<file path="src/rtl/pcm_mix_pkg.sv">
// Package: shared helpers for the two-channel decimating mixer.
// Assumes the volume-times-percent product stays below 43690, where the
// reciprocal multiply below is exact against integer division by 100.
package pcm_mix_pkg;

    localparam int unsigned DIV100_RECIP = 5243;
    localparam int unsigned DIV100_SHIFT = 19;

    // floor(x / 100) by reciprocal multiply and shift
    function automatic int unsigned div_by_100(input int unsigned x);
        longint unsigned wide;
        wide = longint'(x) * longint'(DIV100_RECIP);
        return int'(wide >> DIV100_SHIFT);
    endfunction

endpackage

</file>
<file path="src/rtl/mix_amp_scale.sv">
// Module: mix_amp_scale
// Registers one channel's amplitude: floor(vol * 4 * pct / 100).
// Assumes the product fits the package divider's exact range.
module mix_amp_scale #(
    parameter int VOL_W   = 4,
    parameter int PCT_W   = 7,
    parameter int AMP_W   = 7,
    parameter int AMP_MAX = 76
) (
    input  logic             clk,
    input  logic             rst_n,
    input  logic [VOL_W-1:0] vol_i,
    input  logic [PCT_W-1:0] pct_i,
    output logic [AMP_W-1:0] amp_q
);
    import pcm_mix_pkg::*;

    logic [AMP_W-1:0] amp_d;

    // Scale volume by the master percentage
    always_comb begin
        amp_d = AMP_W'(div_by_100(int'({vol_i, 2'b00}) * int'(pct_i)));
    end

    // Hold the scaled amplitude for the sample path
    always_ff @(posedge clk) begin
        if (!rst_n) amp_q <= '0;
        else        amp_q <= amp_d;
    end

    assert_amp_bound_R1: assert property (@(posedge clk) disable iff (!rst_n)
        amp_q <= AMP_W'(AMP_MAX));

    assert_amp_follows_inputs_R1: assert property (@(posedge clk) disable iff (!rst_n)
        ($past(rst_n) && $stable(vol_i) && $stable(pct_i)) |=> $stable(amp_q));
endmodule

</file>
<file path="src/rtl/mix_phase_acc.sv">
// Module: mix_phase_acc
// Fractional decimator: adds OUTPUT_RATE per native step, offers an event
// while the total is at least NATIVE_RATE, and in stereo splits each event
// into two beats. Assumes the consumer drains events before the
// accumulator nears its width limit.
module mix_phase_acc #(
    parameter int ACC_W       = 20,
    parameter int NATIVE_RATE = 31400,
    parameter int OUTPUT_RATE = 22050
) (
    input  logic clk,
    input  logic rst_n,
    input  logic step_en,
    input  logic stereo_i,
    input  logic ready_i,
    output logic valid_o,
    output logic second_o
);
    localparam logic [ACC_W-1:0] NAT_K     = ACC_W'(NATIVE_RATE);
    localparam logic [ACC_W-1:0] INC_K     = ACC_W'(OUTPUT_RATE);
    localparam logic [ACC_W-1:0] ACC_LIMIT = {ACC_W{1'b1}} - INC_K;

    logic [ACC_W-1:0] acc_q, acc_d;
    logic             half_q;
    logic             fire, done;

    // Handshake and event completion
    always_comb begin
        valid_o  = (acc_q >= NAT_K);
        fire     = valid_o && ready_i;
        done     = fire && (!stereo_i || half_q);
        second_o = stereo_i && half_q;
    end

    // Next accumulator value: add per step, subtract per completed event
    always_comb begin
        acc_d = acc_q;
        if (step_en) acc_d = acc_d + INC_K;
        if (done)    acc_d = acc_d - NAT_K;
    end

    // Accumulator register
    always_ff @(posedge clk) begin
        if (!rst_n) acc_q <= '0;
        else        acc_q <= acc_d;
    end

    // Stereo beat phase: toggles on each accepted beat, idle in mono
    always_ff @(posedge clk) begin
        if (!rst_n)         half_q <= 1'b0;
        else if (!stereo_i) half_q <= 1'b0;
        else if (fire)      half_q <= !half_q;
    end

    assert_stall_holds_valid_R7: assert property (@(posedge clk) disable iff (!rst_n)
        (valid_o && !ready_i) |=> valid_o);

    assert_valid_drops_after_beat_R4: assert property (@(posedge clk) disable iff (!rst_n)
        $fell(valid_o) |-> $past(fire));

    assert_second_beat_follows_R6: assert property (@(posedge clk) disable iff (!rst_n)
        (fire && stereo_i && !half_q) |=> (valid_o && (second_o || !stereo_i)));

    assert_no_rise_without_step_R3: assert property (@(posedge clk) disable iff (!rst_n)
        (!step_en && !valid_o) |=> !valid_o);

    assert_acc_headroom_R3: assert property (@(posedge clk) disable iff (!rst_n)
        acc_q <= ACC_LIMIT);
endmodule

</file>
<file path="src/rtl/mix_sample_build.sv">
// Module: mix_sample_build
// Forms the output sample from the gated channel amplitudes and the offset,
// in mono sum or per-channel stereo form, saturating at the sample maximum.
module mix_sample_build #(
    parameter int AMP_W = 7,
    parameter int SMP_W = 8
) (
    input  logic             clk,
    input  logic             rst_n,
    input  logic [AMP_W-1:0] amp0_i,
    input  logic [AMP_W-1:0] amp1_i,
    input  logic             wave0_i,
    input  logic             wave1_i,
    input  logic             stereo_i,
    input  logic             second_i,
    input  logic [SMP_W-1:0] offset_i,
    output logic [SMP_W-1:0] data_o
);
    localparam int SUM_W = ((AMP_W > SMP_W) ? AMP_W : SMP_W) + 2;
    localparam logic [SUM_W-1:0] SAT_K = SUM_W'({SMP_W{1'b1}});

    logic [SUM_W-1:0] part0, part1, sum;

    // Gate each amplitude by its waveform bit and select the mix
    always_comb begin
        part0 = wave0_i ? SUM_W'(amp0_i) : '0;
        part1 = wave1_i ? SUM_W'(amp1_i) : '0;
        if (!stereo_i)     sum = part0 + part1 + SUM_W'(offset_i);
        else if (second_i) sum = part1 + SUM_W'(offset_i);
        else               sum = part0 + SUM_W'(offset_i);
        data_o = (sum > SAT_K) ? {SMP_W{1'b1}} : sum[SMP_W-1:0];
    end

    assert_no_wrap_R8: assert property (@(posedge clk) disable iff (!rst_n)
        data_o >= offset_i);

    assert_silent_is_offset_R2: assert property (@(posedge clk) disable iff (!rst_n)
        (!wave0_i && !wave1_i) |-> (data_o == offset_i));
endmodule

</file>
<file path="src/rtl/pcm_rate_mixer.sv">
// Module: pcm_rate_mixer (top)
// Two one-bit channels at native rate in, 8-bit PCM beats at the output
// rate out. Rates are constants; the bench may shrink them.
module pcm_rate_mixer #(
    parameter int VOL_W       = 4,
    parameter int PCT_W       = 7,
    parameter int SMP_W       = 8,
    parameter int ACC_W       = 20,
    parameter int NATIVE_RATE = 31400,
    parameter int OUTPUT_RATE = 22050
) (
    input  logic             clk,
    input  logic             rst_n,
    input  logic             step_en,
    input  logic             wave0,
    input  logic             wave1,
    input  logic [VOL_W-1:0] vol0,
    input  logic [VOL_W-1:0] vol1,
    input  logic [PCT_W-1:0] master_pct,
    input  logic             stereo_mode,
    input  logic [SMP_W-1:0] dc_offset,
    input  logic             out_ready,
    output logic             out_valid,
    output logic [SMP_W-1:0] out_data,
    output logic             out_chan
);
    localparam int NCH     = 2;
    localparam int AMP_MAX = ((2**VOL_W - 1) * 4 * (2**PCT_W - 1)) / 100;
    localparam int AMP_W   = $clog2(AMP_MAX + 1);

    logic [VOL_W-1:0] vol_arr [NCH];
    logic [AMP_W-1:0] amp_arr [NCH];
    logic             second;

    assign vol_arr[0] = vol0;
    assign vol_arr[1] = vol1;

    for (genvar ch = 0; ch < NCH; ch++) begin : g_chan
        mix_amp_scale #(
            .VOL_W(VOL_W), .PCT_W(PCT_W), .AMP_W(AMP_W), .AMP_MAX(AMP_MAX)
        ) u_scale (
            .clk(clk), .rst_n(rst_n), .vol_i(vol_arr[ch]),
            .pct_i(master_pct), .amp_q(amp_arr[ch])
        );
    end

    mix_phase_acc #(
        .ACC_W(ACC_W), .NATIVE_RATE(NATIVE_RATE), .OUTPUT_RATE(OUTPUT_RATE)
    ) u_acc (
        .clk(clk), .rst_n(rst_n), .step_en(step_en), .stereo_i(stereo_mode),
        .ready_i(out_ready), .valid_o(out_valid), .second_o(second)
    );

    mix_sample_build #(.AMP_W(AMP_W), .SMP_W(SMP_W)) u_build (
        .clk(clk), .rst_n(rst_n), .amp0_i(amp_arr[0]), .amp1_i(amp_arr[1]),
        .wave0_i(wave0), .wave1_i(wave1), .stereo_i(stereo_mode),
        .second_i(second), .offset_i(dc_offset), .data_o(out_data)
    );

    assign out_chan = second;
endmodule

</file>
<file path="config.mk">
export PLATFORM = sky130hd
export DESIGN_NAME = pcm_rate_mixer
export DESIGN_NICKNAME = d
export VERILOG_FILES = /design/src/rtl/pcm_mix_pkg.sv /design/src/rtl/mix_amp_scale.sv /design/src/rtl/mix_phase_acc.sv /design/src/rtl/mix_sample_build.sv /design/src/rtl/pcm_rate_mixer.sv
export SDC_FILE = /design/constraint.sdc
export NUM_CORES = 1
export LEC_CHECK = 0
export ABC_CLOCK_PERIOD_IN_PS = 17430
export BUFFER_PORTS_ARGS = -buffer_cell sky130_fd_sc_hd__buf_2
export CAP_MARGIN = 20
export CORE_UTILIZATION = 35
export DETAILED_ROUTE_END_ITERATION = 8
export PLACE_DENSITY = 0.48
export SYNTH_ARGS = -nofsm -noshare
export SYNTH_HDL_FRONTEND = slang
export SYNTH_SLANG_ARGS = --single-unit
</file>
<file path="constraint.sdc">
create_clock -name clk -period 17.43 [get_ports clk]
set_input_delay 1.743 -clock clk [delete_from_list [all_inputs] [get_ports clk]]
set_output_delay 1.743 -clock clk [all_outputs]
set_load 0.01 [all_outputs]
</file>
# Word-level counts from Yosys, hierarchy flattened
# Cells that the tools add are included.
# W data, S select, Z words.
[word_totals]
out_inout_bits = 10
wordCells = 30
input_bits = 30
ff_bits = 35
[op_classes]
order_cmp = 2
n_reduce_logical = 7
add_sub_neg = 6
muxes = 7
n_mul = 4
[ops]
columns = ["op", "n"]
rows = [
  ["$mul A30 B13 Y24 const B", 2],
  ["$mux W20", 2],
  ["$add A10 B8 Y10", 3],
  ["$mul A4 B7 Y11", 2],
  ["$add A20 B15 Y20 const B", 1],
  ["$ge A20 B15 Y1 const B", 1],
  ["$mux W10", 2],
  ["$sub A20 B15 Y20 const B", 1],
  ["$mux W7", 2],
  ["$add A10 B10 Y10", 1],
  ["$gt A10 B8 Y1 const B", 1],
  ["$mux W8", 1],
  ["$logic_and A1 B1 Y1", 3],
  ["$logic_not A1 Y1", 2],
  ["$reduce_and A2 Y1", 1],
  ["$logic_or A1 B1 Y1", 1],
]

# Logic depth before layout (Yosys ltp)
[logic_depth]
depth_word = 6
depth_mapped = 32
mapped_depth_nobuf = 32

# Modules after synthesis
# Synthesis repeated with hierarchy kept, for this count alone.
[hier_totals]
hier_cells = 1094
area_unflattened_um2 = 9788.1
[by_module_without_submodules]
columns = ["mod", "area_per_inst_um2", "n_inst", "seq_area_each_um2", "cells_per_inst"]
rows = [
  ["mix_amp_scale (g_chan[0].u_scale)", 3557.2, 1, 140.1, 388],
  ["mix_amp_scale (g_chan[1].u_scale)", 3412.0, 1, 140.1, 360],
  ["mix_phase_acc", 1795.5, 1, 400.4, 213],
  ["mix_sample_build", 1023.5, 1, 0.0, 133],
]

# Least setup slack after synthesis
# Ideal clock, no wire load.
[synth_path]
kind = "in2reg"
from = "in vol0[3]"
to = "reg g_chan[0].u_scale.amp_q[2]"
setup_time_ns = 0.115
setup_slack_ns = 8.647
path_stages = 32
required_ns = 17.315
n_path_buf = 0
arrival_ns = 8.668
path_cell_list = "and2_1 -> fa_1 -> inv_1 -> fa_1 -> inv_1 -> ha_1 -> nor2b_1 -> o21ai_0 -> a21boi_0 -> o21ai_0 -> nand2b_1 -> a21o_1 -> a21oi_1 -> xnor2_1 -> ha_1 -> inv_1 -> fa_1 -> inv_1 -> fa_1 -> inv_1 -> fa_1 -> inv_1 -> ha_1 -> ha_1 -> a21o_1 -> a21oi_1 -> nor2b_1 -> nor4_1 -> nor3_1 -> a2111oi_0 -> xnor2_1 -> and2_1"
[synth_between]
elab_chain_len = 2
[synth_rtl]
columns = ["element", "line_no", "rtl"]
rows = [
  ["start, declared", "pcm_rate_mixer.sv:17", "input logic [VOL_W-1:0] vol0,"],
  ["$mul A4 B7 Y11", "mix_amp_scale.sv:22", "amp_d = AMP_W'(div_by_100(int'({vol_i, 2'b00}) * int'(pct_i)));"],
  ["$mul A30 B13 Y24", "pcm_mix_pkg.sv:12", "wide = longint'(x) * longint'(DIV100_RECIP);"],
  ["end signal, assigned", "mix_amp_scale.sv:28", "else amp_q <= amp_d;"],
  ["end, declared", "mix_amp_scale.sv:14", "output logic [AMP_W-1:0] amp_q"],
]
# Every way passes these cells.
# A chain may end at the register's enable or synchronous reset.

# Worst setup path after layout
# Ends and elaborated chain as after synthesis.

==> metrics.yaml <==
global_route:
  grt_antenna_before_repair: 0
  grt_start_max_net_pins: 36
  grt_pass1_wl_um: 31600
  grt_overflow: 0
  grt_use_total_pct: 14.3
  grt_pass1_vias: 6705
setup_path:
  critPathLaunchType: "primary input"
  cp.arrival_ps: 9360
  crit_top_cell: "inv_1"
  critPathSlowestCell: "fa_1"
  crit_path_max_fanout: 7
  crit_path_end_kind: "flip-flop"
  slowest_delay_ps: 550
  cp.required_ps: 17610
  path_class: "in -> reg"
route:
  wl_um: 18400
  ant_nets: 0
  vias_per_cell: 4.75
  dr.pass1.iters: 4
  drc: 0
  drt_iter0_markers: 159
  vias: 6700
  wire_per_inst_um: 13.1
synthesis:
  yosysWarnings: 0
  async_reset_ff_share_pct: 0
  synth_cell_types: 61
  syn_nets: 1382
  synth_mux_area_share_pct: 1.16
  seq_area_frac_synth_pct: 7.31
  synthCells: 1044
  synth_xor_area_share_pct: 6.30
  synth-simple-area-share_pct: 14.6
  synth_top_family_by_area: "adder cells"
  synth_fa_ha_area_share_pct: 50.0
  synth_edf_count: 0
  syn-cell-area_mm2: 0.00931
  ys.flop_type: "dfxtp_1"
  synth-seq-cells: 34
  syn_area_per_cell_um2: 8.92
  synth_compound_gate_area_share_pct: 11.6
timing:
  slew_violations: 0
  period_needed_ps: 9180
  slew_headroom_pct: 40.4
  rsz0062_at_grt: "false"
  max_slew.worst_pin.slew_ps: 887
  clock.fmax_mhz: 109
  finalCritPeriodShare_pct: 52.7
  postLayoutSetupSlackWorst_ps: 8250
  setup_viol: 0
  finalHoldViolCount: 0
  skew_ps: 3.97
  fin_tns_setup_ps: 0
  hold_slack_ps: 613
place:
  dpl.hpwl_um: 16400
  dp_slack_ps: 7560
  gp_congestion: 0.792
  portBuffers: 39
  placed_cell_area_mm2: 0.00985
floorplanning:
  die_h_um: 165
  start_util_pct: 35.7
  fp.dieW_um: 165
  core_mm2: 0.0261
  die_area_mm2: 0.0273
  ios: 40
  fp-row-count: 59
min_path:
  hold_path_class: "reg -> reg"
run_status:
  status: "finished, final reports clean"
finish:
  drive_above_1_share_pct: 6.31
  diodes: 0
  layout_commonest_cell: "ha_1"
  syn_to_final_growth_pct: 7.70
  final_cell_mix: "ha_1, inv_1, fa_1, and2_1, nand2_1"
  nets: 1414
  stdcell_area_mm2: 0.0100
clock_tree:
  cts.sinks: 34
  cts_buffer_depth: 2
  clock_latency_ps: 280
  cts_resized: 0
  clkTransAtPathRegs_ps: 60
  postCtsSetupRepairBufs: 0
  numCtsBuffers: 5
  hold_buffers: 0
  htreeDepth: 2
  cts_tree: "built"
  clockRootBuffer: "clkbuf_16"
job:
  maxCapViolCount: 0
-- registers in the layout, summed over array words and instances (netlist names) --
| name | count |
|---|---|
| g_chan.u_scale.amp_q | 14 |
| u_acc.half_q | 1 |
| u_acc.acc_q | 19 |
-- Yosys cell counts, types with 10 or more instances --
cell type / instances / area share, %
nand3_1: 11 / 0.59
o21ai_0: 38 / 2.0
and2_1: 79 / 5.3
fa_1: 107 / 23
nand4_1: 10 / 0.67
inv_1: 200 / 8.1
dfxtp_1: 34 / 7.3
nor2b_1: 13 / 0.87
nor2_1: 27 / 1.1
a21oi_1: 45 / 2.4
ha_1: 201 / 27
xor2_1: 33 / 3.1
nand2_1: 56 / 2.3
xnor2_1: 34 / 3.2
a21o_1: 18 / 1.5
-- kinds of logic (layout without fill, tap and decap cells) --
family,after synthesis,after routing
fa+ha+maj,308,308
compound gates,164,164
mux,10,10
flops,34,34
simple gates,245,245
xor+xnor,67,67
buf+inv,216,249
-- per-layer routing --
layer	up-vias	GRT usage (%)	wire length (um)
li1	3511	-	-
met4	0	2.50	131
met1	3111	21.1	9980
met2	72	23.0	7900
met5	-	0	0
met3	6	1.02	424
-- stage by stage --
| step | cells | utilization, % |
|---|---|---|
| after global routing | 1412 | 38.5 |
| after detailed placement | 1403 | 37.8 |
| after floorplan | 1044 | - |
| after CTS | 1411 | 38.5 |
| after global placement | 1403 | 37.8 |
| final | 1412 | 38.5 |
-- worst paths after layout --
check,slack (ps),cells past startpoint,start,endpoint
max reg2reg,14160,12,u_acc.acc_q[1]$_SDFFE_PN0P_,u_acc.acc_q[15]$_SDFF_PN0_
min reg2reg,610,2,u_acc.acc_q[2]$_SDFFE_PN0P_,u_acc.acc_q[2]$_SDFFE_PN0P_
max,8250,33,vol0[3],g_chan[0].u_scale.amp_q[2]$_SDFF_PN0_
min,610,2,u_acc.acc_q[2]$_SDFFE_PN0P_,u_acc.acc_q[2]$_SDFFE_PN0P_
-- critical path: cells and delay by family --
family,cells,cell delay (ps)
AND/OR/NAND/NOR,7,1170
adder cells (fa/ha/maj),9,3940
XOR/XNOR,2,310
buffers and inverters,7,450
AO/OA/AOI/OAI,8,1700
-- final cells by class --
type	count	area [um2]
flip-flops and latches	34	681
clock inverters	3	45.0
well taps	335	419
repair buffers	41	210
multi-input cells	794	7800
fillers	2727	16000
inverters	200	751
clock buffers	5	125
Power is not shown: default switching activity piles up to over one toggle a cycle in this logic, so the estimate is an artifact.
